<file path="src/rtl/dchain_ser_pkg.sv">
package dchain_ser_pkg;

   localparam int unsigned IN_W    = 8;
   localparam int unsigned STAT_W  = 8;
   localparam int unsigned CRC_W   = 5;
   localparam int unsigned FRAME_W = IN_W + STAT_W;
   // x^5 + x^4 + x^2 + 1 without the leading term
   localparam logic [CRC_W-1:0] CRC_POLY = 5'b10101;

   typedef enum logic [1:0] {
      DB_NONE  = 2'b00,
      DB_SHORT = 2'b01,
      DB_MED   = 2'b10,
      DB_LONG  = 2'b11
   } db_mode_e;

   typedef struct packed {
      logic [CRC_W-1:0] crc;
      logic             uv_ok;
      logic             ot;
      logic             uvw_ok;
   } stat_byte_t;

   function automatic logic [CRC_W-1:0] crc_of(input logic [IN_W-1:0] d);
      logic [CRC_W-1:0] c;
      logic             fb;
      c = '0;
      for (int i = IN_W - 1; i >= 0; i--) begin
         fb = c[CRC_W-1] ^ d[i];
         c  = {c[CRC_W-2:0], 1'b0};
         if (fb) c = c ^ CRC_POLY;
      end
      return c;
   endfunction

endpackage

</file>
<file path="src/rtl/dchain_ser_timebase.sv">
module dchain_ser_timebase #(
   parameter int unsigned DIV = 1000
) (
   input  logic clk,
   input  logic rst_n,
   output logic tick
);
   localparam int unsigned CW   = (DIV < 2) ? 1 : $clog2(DIV);
   localparam logic [CW-1:0] LAST = CW'(DIV - 1);

   logic [CW-1:0] cnt;

   always_ff @(posedge clk or negedge rst_n) begin
      if (!rst_n)           cnt <= '0;
      else if (cnt == LAST) cnt <= '0;
      else                  cnt <= cnt + 1'b1;
   end

   assign tick = (cnt == LAST);
endmodule

</file>
<file path="src/rtl/dchain_ser_debounce.sv">
module dchain_ser_debounce
   import dchain_ser_pkg::*;
#(
   parameter int unsigned WIDTH     = 8,
   parameter int unsigned CNT_SHORT = 25,
   parameter int unsigned CNT_MED   = 750,
   parameter int unsigned CNT_LONG  = 3000
) (
   input  logic             clk,
   input  logic             rst_n,
   input  logic             tick,
   input  db_mode_e         sel,
   input  logic [WIDTH-1:0] raw,
   output logic [WIDTH-1:0] state
);
   localparam int unsigned CMAX = (CNT_LONG > CNT_MED)
                                  ? ((CNT_LONG > CNT_SHORT) ? CNT_LONG : CNT_SHORT)
                                  : ((CNT_MED > CNT_SHORT) ? CNT_MED : CNT_SHORT);
   localparam int unsigned CW   = $clog2(CMAX + 1);

   logic [CW-1:0] last_idx;
   logic          bypass;

   always_comb begin
      bypass   = 1'b0;
      last_idx = '0;
      unique case (sel)
         DB_NONE:  bypass   = 1'b1;
         DB_SHORT: last_idx = CW'(CNT_SHORT - 1);
         DB_MED:   last_idx = CW'(CNT_MED - 1);
         DB_LONG:  last_idx = CW'(CNT_LONG - 1);
         default:  bypass   = 1'b1;
      endcase
   end

   for (genvar b = 0; b < WIDTH; b++) begin : g_bit
      logic [CW-1:0] cnt;
      logic          st;

      always_ff @(posedge clk or negedge rst_n) begin
         if (!rst_n) begin
            cnt <= '0;
            st  <= 1'b0;
         end else if (bypass) begin
            cnt <= '0;
            st  <= raw[b];
         end else if (raw[b] == st) begin
            cnt <= '0;
         end else if (tick) begin
            if (cnt >= last_idx) begin
               cnt <= '0;
               st  <= raw[b];
            end else begin
               cnt <= cnt + 1'b1;
            end
         end
      end

      assign state[b] = st;
   end
endmodule

</file>
<file path="src/rtl/dchain_ser_shifter.sv">
module dchain_ser_shifter #(
   parameter int unsigned DATA_W  = 8,
   parameter int unsigned FRAME_W = 16
) (
   input  logic               clk,
   input  logic               rst_n,
   input  logic               cs_n,
   input  logic               sclk,
   input  logic               sdi,
   input  logic               short_req,
   input  logic [FRAME_W-1:0] load_word,
   output logic               sdo,
   output logic               mode_lat,
   output logic               shift_pulse,
   output logic               sr_lsb
);
   logic               cs_q;
   logic               sclk_q;
   logic               capture;
   logic [FRAME_W-1:0] sr;

   assign capture     = cs_q & ~cs_n;
   assign shift_pulse = ~cs_n & sclk & ~sclk_q & ~capture;

   always_ff @(posedge clk or negedge rst_n) begin
      if (!rst_n) begin
         cs_q   <= 1'b1;
         sclk_q <= 1'b0;
      end else begin
         cs_q   <= cs_n;
         sclk_q <= sclk;
      end
   end

   always_ff @(posedge clk or negedge rst_n) begin
      if (!rst_n) begin
         sr       <= '0;
         mode_lat <= 1'b0;
      end else if (capture) begin
         sr       <= load_word;
         mode_lat <= short_req;
      end else if (shift_pulse) begin
         sr       <= {sr[FRAME_W-2:0], sdi};
      end
   end

   assign sdo    = mode_lat ? sr[DATA_W-1] : sr[FRAME_W-1];
   assign sr_lsb = sr[0];
endmodule

</file>
<file path="src/rtl/dchain_in_serializer.sv">
module dchain_in_serializer
   import dchain_ser_pkg::*;
#(
   parameter int unsigned TICK_DIV  = 1000,
   parameter int unsigned CNT_SHORT = 25,
   parameter int unsigned CNT_MED   = 750,
   parameter int unsigned CNT_LONG  = 3000
) (
   input  logic       clk,
   input  logic       rst_n,
   input  logic [7:0] in_raw,
   input  logic [1:0] db_sel,
   input  logic       frame_short,
   input  logic       alarm_ot,
   input  logic       alarm_uv,
   input  logic       warn_uv,
   input  logic       cs_n,
   input  logic       sclk,
   input  logic       sdi,
   output logic       sdo,
   output logic       fault
);
   if (TICK_DIV < 1) begin : g_bad_div
      $error("TICK_DIV must be at least 1");
   end
   if (CNT_SHORT < 1 || CNT_MED < CNT_SHORT || CNT_LONG < CNT_MED) begin : g_bad_cnt
      $error("debounce counts must satisfy 1 <= SHORT <= MED <= LONG");
   end

   logic               tick;
   logic [IN_W-1:0]    db_state;
   stat_byte_t         stat;
   logic [FRAME_W-1:0] load_word;
   logic               mode_lat;
   logic               shift_pulse;
   logic               sr_lsb;

   dchain_ser_timebase #(.DIV(TICK_DIV)) u_tb (
      .clk  (clk),
      .rst_n(rst_n),
      .tick (tick)
   );

   dchain_ser_debounce #(
      .WIDTH    (IN_W),
      .CNT_SHORT(CNT_SHORT),
      .CNT_MED  (CNT_MED),
      .CNT_LONG (CNT_LONG)
   ) u_db (
      .clk  (clk),
      .rst_n(rst_n),
      .tick (tick),
      .sel  (db_mode_e'(db_sel)),
      .raw  (in_raw),
      .state(db_state)
   );

   always_comb begin
      stat.crc    = crc_of(db_state);
      stat.uv_ok  = ~alarm_uv;
      stat.ot     = alarm_ot;
      stat.uvw_ok = ~warn_uv;
      load_word   = frame_short ? {{STAT_W{1'b0}}, db_state} : {db_state, stat};
   end

   dchain_ser_shifter #(.DATA_W(IN_W), .FRAME_W(FRAME_W)) u_sh (
      .clk        (clk),
      .rst_n      (rst_n),
      .cs_n       (cs_n),
      .sclk       (sclk),
      .sdi        (sdi),
      .short_req  (frame_short),
      .load_word  (load_word),
      .sdo        (sdo),
      .mode_lat   (mode_lat),
      .shift_pulse(shift_pulse),
      .sr_lsb     (sr_lsb)
   );

   always_ff @(posedge clk or negedge rst_n) begin
      if (!rst_n) fault <= 1'b0;
      else        fault <= alarm_ot | alarm_uv;
   end
endmodule

</file>
<file path="config.mk">
export PLATFORM = sky130hd
export DESIGN_NAME = dchain_in_serializer
export DESIGN_NICKNAME = d
export VERILOG_FILES = /design/src/rtl/dchain_ser_pkg.sv /design/src/rtl/dchain_ser_timebase.sv /design/src/rtl/dchain_ser_debounce.sv /design/src/rtl/dchain_ser_shifter.sv /design/src/rtl/dchain_in_serializer.sv
export SDC_FILE = /design/constraint.sdc
export NUM_CORES = 1
export LEC_CHECK = 0
export ABC_AREA = 1
export BUFFER_PORTS_ARGS = -buffer_cell sky130_fd_sc_hd__buf_2
export CAP_MARGIN = 20
export CORE_ASPECT_RATIO = 0.5
export CORE_MARGIN = 5
export CORE_UTILIZATION = 40
export DETAILED_ROUTE_END_ITERATION = 12
export PLACE_DENSITY = 0.66
export SETUP_SLACK_MARGIN = 0.02
export SKIP_LAST_GASP = 1
export SLEW_MARGIN = 10
export SYNTH_ARGS = -nofsm -noshare
export SYNTH_HDL_FRONTEND = slang
export SYNTH_SLANG_ARGS = --single-unit
</file>
<file path="constraint.sdc">
create_clock -name clk -period 1.5 [get_ports clk]
set_input_delay 0.225 -clock clk [delete_from_list [all_inputs] [get_ports clk]]
set_output_delay 0.225 -clock clk [all_outputs]
set_load 0.02 [all_outputs]
</file>
==> results.json, run 1 <==
{
  "end_kind": "flip-flop",
  "syn-num-nets": 1225,
  "routabilityCongestion": 0.876,
  "crit_required_ns": 1.86,
  "clk_latency_ns": 0.43,
  "post_drt_wl_per_cell_um": 16.5,
  "crit_family": "buffers and inverters",
  "worst-path-buf-inv": 5,
  "die_y_um": 117,
  "reg2reg_slack_ns": -0.46,
  "fin_worst_skew_ns": 0.00941,
  "r2r-start": "u_tb.cnt[1]",
  "grt_use_total": 0.201,
  "whs_ns": 0.0570,
  "startpoint": "db_sel[0]",
  "layout.nets": 1551,
  "startpoint_type": "input port",
  "drt_iter0_drc": 758,
  "ys_ff_latch": 134,
  "drive_gt1_frac": 0.417,
  "cts_buffer_depth": 2,
  "drt_wl_total_mm": 29.1,
  "crit_fanout": 7,
  "critPathKind": "input port to flip-flop",
  "vias": 9356,
  "cts_tree": "built",
  "coreArea_mm2": 0.0226,
  "crit_path_end": "u_db.g_bit[3].cnt[5]",
  "die_w_um": 223,
  "drc": 0,
  "dieArea_mm2": 0.0260,
  "power_density_mw_per_mm2": 896,
  "hp-class": "input port to flip-flop",
  "io_pins": 21,
  "cp_data_arrival_time_ns": 2.40,
  "worstReg2RegEnd": "u_db.g_bit[3].cnt[5]",
  "status": "complete, but fails checks",
  "avgViaCountPerCell": 5.32,
  "cp_cell_sequence": "buf_12, ha_4, nor2_4, buf_6, clkbuf_16, buf_6, ha_4, a21oi_2, o21ai_1, a211oi_2, nand4_1, buf_6, o21ai_2",
  "ant_nets": 0,
  "hold_violations": 0,
  "ys_types": 40,
  "tightest_slew_ns": 0.473,
  "total_leakage_power_uw": 0.00645,
  "ff2ff_path_depth": 10,
  "cp_common_cell": "buf_6",
  "irDropWorstVdd_uv": 1010,
  "grt_setup_unrepaired": "yes",
  "async_flop_share": 1.00,
  "slowest_delay_ns": 0.30,
  "final_util": 0.616,
  "finalSetupViolCount": 108,
  "fillerInstances": 1641,
  "finalWorstSetupSlack_ns": -0.540,
  "grt-ovfl-total": 0,
  "cp_slowest_cell": "a211oi_2",
  "grt_antenna_before_repair": 0,
  "initial_core_util": 0.402,
  "clock-sinks": 134,
  "syn_inst": 1114,
  "grt_max_degree": 40,
  "fin_crit_ns": 2.04,
  "dp_hpwl_mm": 17.4,
  "io_buffers": 20,
  "yosys_warnings": 0,
  "diodes": 0,
  "rows": 39,
  "syn_area_per_cell_um2": 8.15,
  "maxCapViolCount": 0,
  "max_freq_mhz": 490,
  "cts_made_buffers": 17,
  "drt-pass1-iter-count": 7,
  "ys.flop_type": "dfrtp_1",
  "dp_slack_ns": -0.946,
  "htreeDepth": 4,
  "syn2layout_area_growth_pct": 53.4,
  "grt_pass1_vias": 9178,
  "syn_area_mm2": 0.00908,
  "period_share": 1.36,
  "drv_slew": 0,
  "power.total_uw": 12500,
  "grt_pass1_wl_mm": 43.1,
  "synth_enable_flop_cells": 0,
  "seq_area_frac_synth": 0.369,
  "clk_pin_slew_worst_paths_ns": 0.07,
  "slew_headroom": 0.682,
  "violations": "negative setup slack",
  "critical_path_depth": 13,
  "root_buffer": "clkbuf_16"
}
## worst register-to-register path, stage by stage, from the launching register on
cell     delay, ns
dfrtp_1       0.37
ha_2          0.21
inv_2         0.04
nor2_2        0.11
nand4_2       0.16
nand2_4       0.16
inv_8         0.10
nor2_2        0.14
nand4_1       0.24
buf_6         0.23
o21ai_2       0.13
## cell type report
cell class | count | area, um2 | share of cell area
Multi-Input combinational cell | 849 | 6310 | 0.453
Sequential cell | 134 | 3360 | 0.241
Timing Repair Buffer | 332 | 2860 | 0.205
Clock buffer | 17 | 425 | 0.0305
Inverter | 106 | 424 | 0.0305
Tap cell | 307 | 384 | 0.0276
Clock inverter | 15 | 170 | 0.0122
## logic make-up after synthesis
logic type               count (synthesis)  synth area share
flip-flops                             134             0.369
buffers and inverters                  131            0.0594
AO/OA/AOI/OAI                          223             0.148
adder cells (fa/ha/maj)                 92             0.127
XOR/XNOR                                76            0.0733
multiplexers                             1           0.00248
AND/OR/NAND/NOR                        457             0.221
## per-layer routing
metal,share of wire,track usage
met2,0.50,0.360
met4,0.036,0.0787
met3,0.038,0.0339
met5,0,0
met1,0.43,0.247
## sequential cells by signal, summed over array words and instances, names as in the netlist
| name | count |
|---|---|
| u_sh.sr | 16 |
| u_tb.cnt | 10 |
| fault | 1 |
| u_sh.mode_lat | 1 |
| u_db.g_bit.cnt | 96 |
| u_db.g_bit.st | 8 |
| u_sh.sclk_q | 1 |
| u_sh.cs_q | 1 |
## worst min-delay path by stage
| stage | startpoint | cells after the start | endpoint |
|---|---|---|---|
| 2_1_floorplan | rst_n | 0 | fault |
| 3_3_place_gp | rst_n | 1 | u_db.g_bit[6].cnt[10] |
| 3_5_place_dp | rst_n | 1 | u_db.g_bit[6].cnt[8] |
| 4_1_cts | sdi | 3 | u_sh.sr[0] |
| 5_1_grt | sdi | 3 | u_sh.sr[0] |
| 6_report | sdi | 3 | u_sh.sr[0] |
## cell usage in the layout (no fill, tap or decap), types with 24 or more instances in the layout
cell and n:
buf_4 251, nand2_1 202, dfrtp_1 130, inv_1 87, ha_1 65, nor2_1 62
nand3_1 61, xor2_1 55, a21oi_2 46, a21oi_1 43, buf_6 38, o21ai_2 33
o21ai_0 30, ha_4 26, nand4_1 24
## report_power, final
group	internal (uW)	switching, uW	total, uW
sequential	3830	196	4020
clock	2490	1860	4350
combinational	1840	2260	4110
## synth_stat cells (all sizes together), types with 20 or more instances
cell     n  share of area
nand2  240           0.10
dfrtp  133           0.37
xnor2   20          0.019
a21oi   91          0.050
ha      92           0.13
nor2    87          0.037
nand4   26          0.019
xor2    56          0.054
inv    103          0.043
o22ai   23          0.021
o21ai   81          0.053
nand3   76          0.042
## timing repair
action	4_1_cts	5_1_grt
buffers inserted	19	31
endpoints found under the setup margin	109	121
pin swaps	39	78
gates resized for setup	133	205
gates cloned	7	2
hold buffers	5	0
endpoints found under the hold margin	94	0
## through the flow
stage                     TNS [ns]  cells  instance area [um2]
final                       -40.42   1760                13900
after global routing        -50.17   1760                13900
after CTS                   -32.92   1730                12800
after detailed placement    -90.11   1668                11400
after global placement      -79.84   1668                11400
after floorplan             -89.61   1114                 9090
Note: power is estimated with default switching activity, not from simulation.
==> run 2: changes to the inputs <==
--- a/config.mk
+++ b/config.mk
@@ -12,5 +12,5 @@
 export CORE_MARGIN = 5
-export CORE_UTILIZATION = 40
+export CORE_UTILIZATION = 58
 export DETAILED_ROUTE_END_ITERATION = 12
-export PLACE_DENSITY = 0.66
+export PLACE_DENSITY = 0.87
 export SETUP_SLACK_MARGIN = 0.02
@@ -20,2 +20,3 @@
 export SYNTH_HDL_FRONTEND = slang
+export SYNTH_HIERARCHICAL = 1
 export SYNTH_SLANG_ARGS = --single-unit
==> constraint.sdc (replaced) <==
create_clock -name clk -period 1.5 [get_ports clk]
set_input_delay 0 -clock clk [delete_from_list [all_inputs] [get_ports clk]]
set_output_delay 0 -clock clk [all_outputs]
set_load 0.02 [all_outputs]
==> run 2 against run 1 <==
  * The flow now stops in 5_1_grt
  * Synthesized cell count up 20%
  * Synthesized area up 9.1%
==> results.json, run 2 <==
{
  "status": "stopped before the end",
  "stop_stage": "5_1_grt",
  "error_line": "[ERROR GRT-0232] Routing congestion too high. Check the congestion heatmap in the GUI.",
  "grt-ovfl-total": 125,
  "io_pins": 21,
  "cts_made_buffers": 17,
  "grt_max_degree": 51,
  "endpoint_type": "sequential cell input",
  "routabilityCongestion": 0.928,
  "io_buffers": 20,
  "die_w_um": 195,
  "grt_use_total": 0.794,
  "syn_inst": 1340,
  "rows": 33,
  "syn-num-nets": 1451,
  "clock-sinks": 134,
  "worst_endpoint": "u_sh/sr[7]$_DFFE_PN0P_/D",
  "cts_buffer_depth": 2,
  "htreeDepth": 4,
  "syn_area_mm2": 0.00991,
  "syn_area_per_cell_um2": 7.39,
  "grt_antenna_before_repair": 4,
  "dp_hpwl_mm": 20.3,
  "root_buffer": "clkbuf_16",
  "initial_core_util": 0.598,
  "yosys_warnings": 6,
  "place_inst": 1763,
  "die_y_um": 102
}
## run 2: metal layers
metal  track usage  GRT overflow
met5         0.394             1
met4         0.826            46
met3         0.722             4
met2         0.928            67
met1         0.758             7
## run 2: per-stage QoR
| stage | hold slack [ns] | setup WS, ns | area [um2] |
|---|---|---|---|
| floorplan | -0.296 | -0.700 | 10000 |
| global placement | -0.105 | -0.609 | 11800 |
| detailed placement | -0.101 | -0.786 | 11800 |
| CTS | 0.0141 | -0.359 | 13300 |
## run 2: timing repair
action / 4_1_cts
buffers inserted: 22
resized for setup: 148
endpoints found under the hold margin: 146
pin swaps: 51
cloned: 3
hold buffers: 16
setup endpoints to repair: 109
==> run 3: changes to the inputs <==
- CORE_ASPECT_RATIO: 0.5 -> unset
- CORE_UTILIZATION: 58 -> 40
- PLACE_DENSITY: 0.87 -> unset
- PLACE_DENSITY_LB_ADDON: unset -> 0.15
- SETUP_SLACK_MARGIN: 0.02 -> unset
- clock period: 1.5 -> 2 ns (I/O delays scaled with it)
==> run 3 against run 2 <==
  * The flow now finishes without violations
  * Synthesized area is the same
  * Synthesized cell count unchanged
==> results.json, run 3 <==
{
  "ant_nets": 0,
  "dr_wl_met2_mm": 10.9,
  "cts_tree": "built",
  "dp_hpwl_mm": 17.7,
  "largest_registers": "u_db/g_bit.cnt x96, u_sh/sr x16, u_tb/cnt x10",
  "grt_max_degree": 42,
  "die_w_um": 167,
  "place_inst": 1748,
  "ff2ff_path_depth": 13,
  "period_share": 0.981,
  "io_buffers": 20,
  "startpoint": "u_tb/cnt[1]",
  "met1Wirelength_mm": 12.2,
  "fin_crit_ns": 1.96,
  "critPathKind": "flip-flop to flip-flop",
  "coreArea_mm2": 0.0244,
  "clock-sinks": 134,
  "finalSetupViolCount": 0,
  "tightest_slew_ns": 0.534,
  "cts_made_buffers": 17,
  "cts_buffer_depth": 2,
  "top_register": "u_db/g_bit.cnt",
  "fin_worst_skew_ns": 0.0158,
  "die_y_um": 167,
  "crit_required_ns": 2.35,
  "diodes": 0,
  "syn_area_per_cell_um2": 7.39,
  "drive_gt1_frac": 0.164,
  "slew_headroom": 0.643,
  "startpoint_type": "flip-flop",
  "drv_slew": 0,
  "routabilityCongestion": 0.809,
  "max_freq_mhz": 510,
  "hp-class": "input port to async pin",
  "dp_slack_ns": -0.251,
  "hold_violations": 0,
  "post_drt_wl_per_cell_um": 13.2,
  "whs_ns": 0.0787,
  "io_pins": 21,
  "mostFrequentLayoutCell": "nand2_1",
  "vias": 8779,
  "power.total_uw": 8760,
  "drt-pass1-iter-count": 4,
  "dieArea_mm2": 0.0280,
  "total_leakage_power_uw": 0.00612,
  "yosys_warnings": 6,
  "routed.top_layer": "met4",
  "syn_area_mm2": 0.00991,
  "grt_pass1_wl_mm": 41.3,
  "irDropWorstVdd_uv": 673,
  "reg2reg_slack_ns": 0.04,
  "instances_no_fill": 1805,
  "route.met3.wl_um": 577,
  "largest_reg_flops": 96,
  "power_density_mw_per_mm2": 723,
  "clk_pin_slew_worst_paths_ns": 0.06,
  "drc": 0,
  "grt_pass1_vias": 8567,
  "final_cell_mix": "nand2_1, inv_1, dfrtp_1, nand3_1, ha_1",
  "clk_latency_ns": 0.43,
  "maxCapViolCount": 0,
  "status": "complete, no violations",
  "rows": 57,
  "grt_use_total": 0.176,
  "finalWorstSetupSlack_ns": 0.0382,
  "initial_core_util": 0.406,
  "worstReg2RegEnd": "u_db/g_bit[1].cnt[7]",
  "drt_iter0_drc": 348,
  "crit_fanout": 15,
  "grt_setup_unrepaired": "yes",
  "crit_path_end": "u_db/g_bit[1].cnt[7]",
  "end_kind": "flip-flop",
  "layout.nets": 1579,
  "cp_data_arrival_time_ns": 2.31,
  "final_util": 0.496,
  "grt_antenna_before_repair": 0,
  "syn_inst": 1340,
  "syn2layout_area_growth_pct": 22.2,
  "avgViaCountPerCell": 4.86,
  "htreeDepth": 4,
  "syn-num-nets": 1451,
  "drt_wl_total_mm": 23.9,
  "r2r-start": "u_tb/cnt[1]",
  "grt-ovfl-total": 0,
  "root_buffer": "clkbuf_16"
}
[run 3: how the worst min path moves through the flow]
stage / end / slack, ns
after CTS: u_tb/cnt[2] / 0.09
after floorplan: fault / -0.30
after global placement: u_tb/cnt[2] / -0.03
after detailed placement: u_tb/cnt[2] / -0.03
final: u_tb/cnt[2] / 0.08
after global routing: u_db/g_bit[2].cnt[4] / 0.11
[run 3: layout make-up]
| type | instances | area (um2) |
|---|---|---|
| fill | 2386 | 12300 |
| clock buffer | 23 | 468 |
| timing repair buffer | 137 | 1220 |
| sequential | 134 | 3360 |
| multi-input combinational | 1024 | 5910 |
| clock inverter | 9 | 125 |
| tap | 324 | 405 |
| inverter | 154 | 618 |
[run 3: critical path: stages, from the launching register on]
cell	delay, ns
dfrtp_1	0.38
ha_2	0.19
nand2_2	0.08
inv_2	0.04
nand3_2	0.08
inv_2	0.07
nor2_4	0.20
buf_12	0.18
nand2_1	0.10
buf_12	0.17
inv_1	0.08
nor2_1	0.06
xor2_1	0.14
a21oi_1	0.11
[run 3: report_power, final]
part | switching (uW) | total, uW | internal, uW | leakage (uW)
clock | 1220 | 3240 | 2020 | 0.000287
combinational | 1410 | 2410 | 1000 | 0.00402
sequential | 207 | 3110 | 2900 | 0.00181
[run 3: through the flow]
step	instance area [um2]	TNS [ns]
after CTS	11900	-0.0256
after global placement	11100	-9.95
after floorplan	9990	-13.74
after detailed placement	11100	-14.96
final	12100	0
after global routing	12100	-0.220
[run 3: repair_timing]
action,4_1_cts,5_1_grt
hold buffers,17,0
pin swaps,0,9
gates resized for setup,5,44
setup buffers,0,7
gates cloned,0,1
endpoints found under the hold margin,147,0
endpoints found under the setup margin,29,81
[run 3: per-layer routing]
| metal | vias up | track usage |
|---|---|---|
| met5 | - | 0 |
| met4 | 0 | 0.0420 |
| met3 | 17 | 0.0288 |
| met2 | 70 | 0.284 |
| met1 | 4058 | 0.248 |
| li1 | 4634 | - |
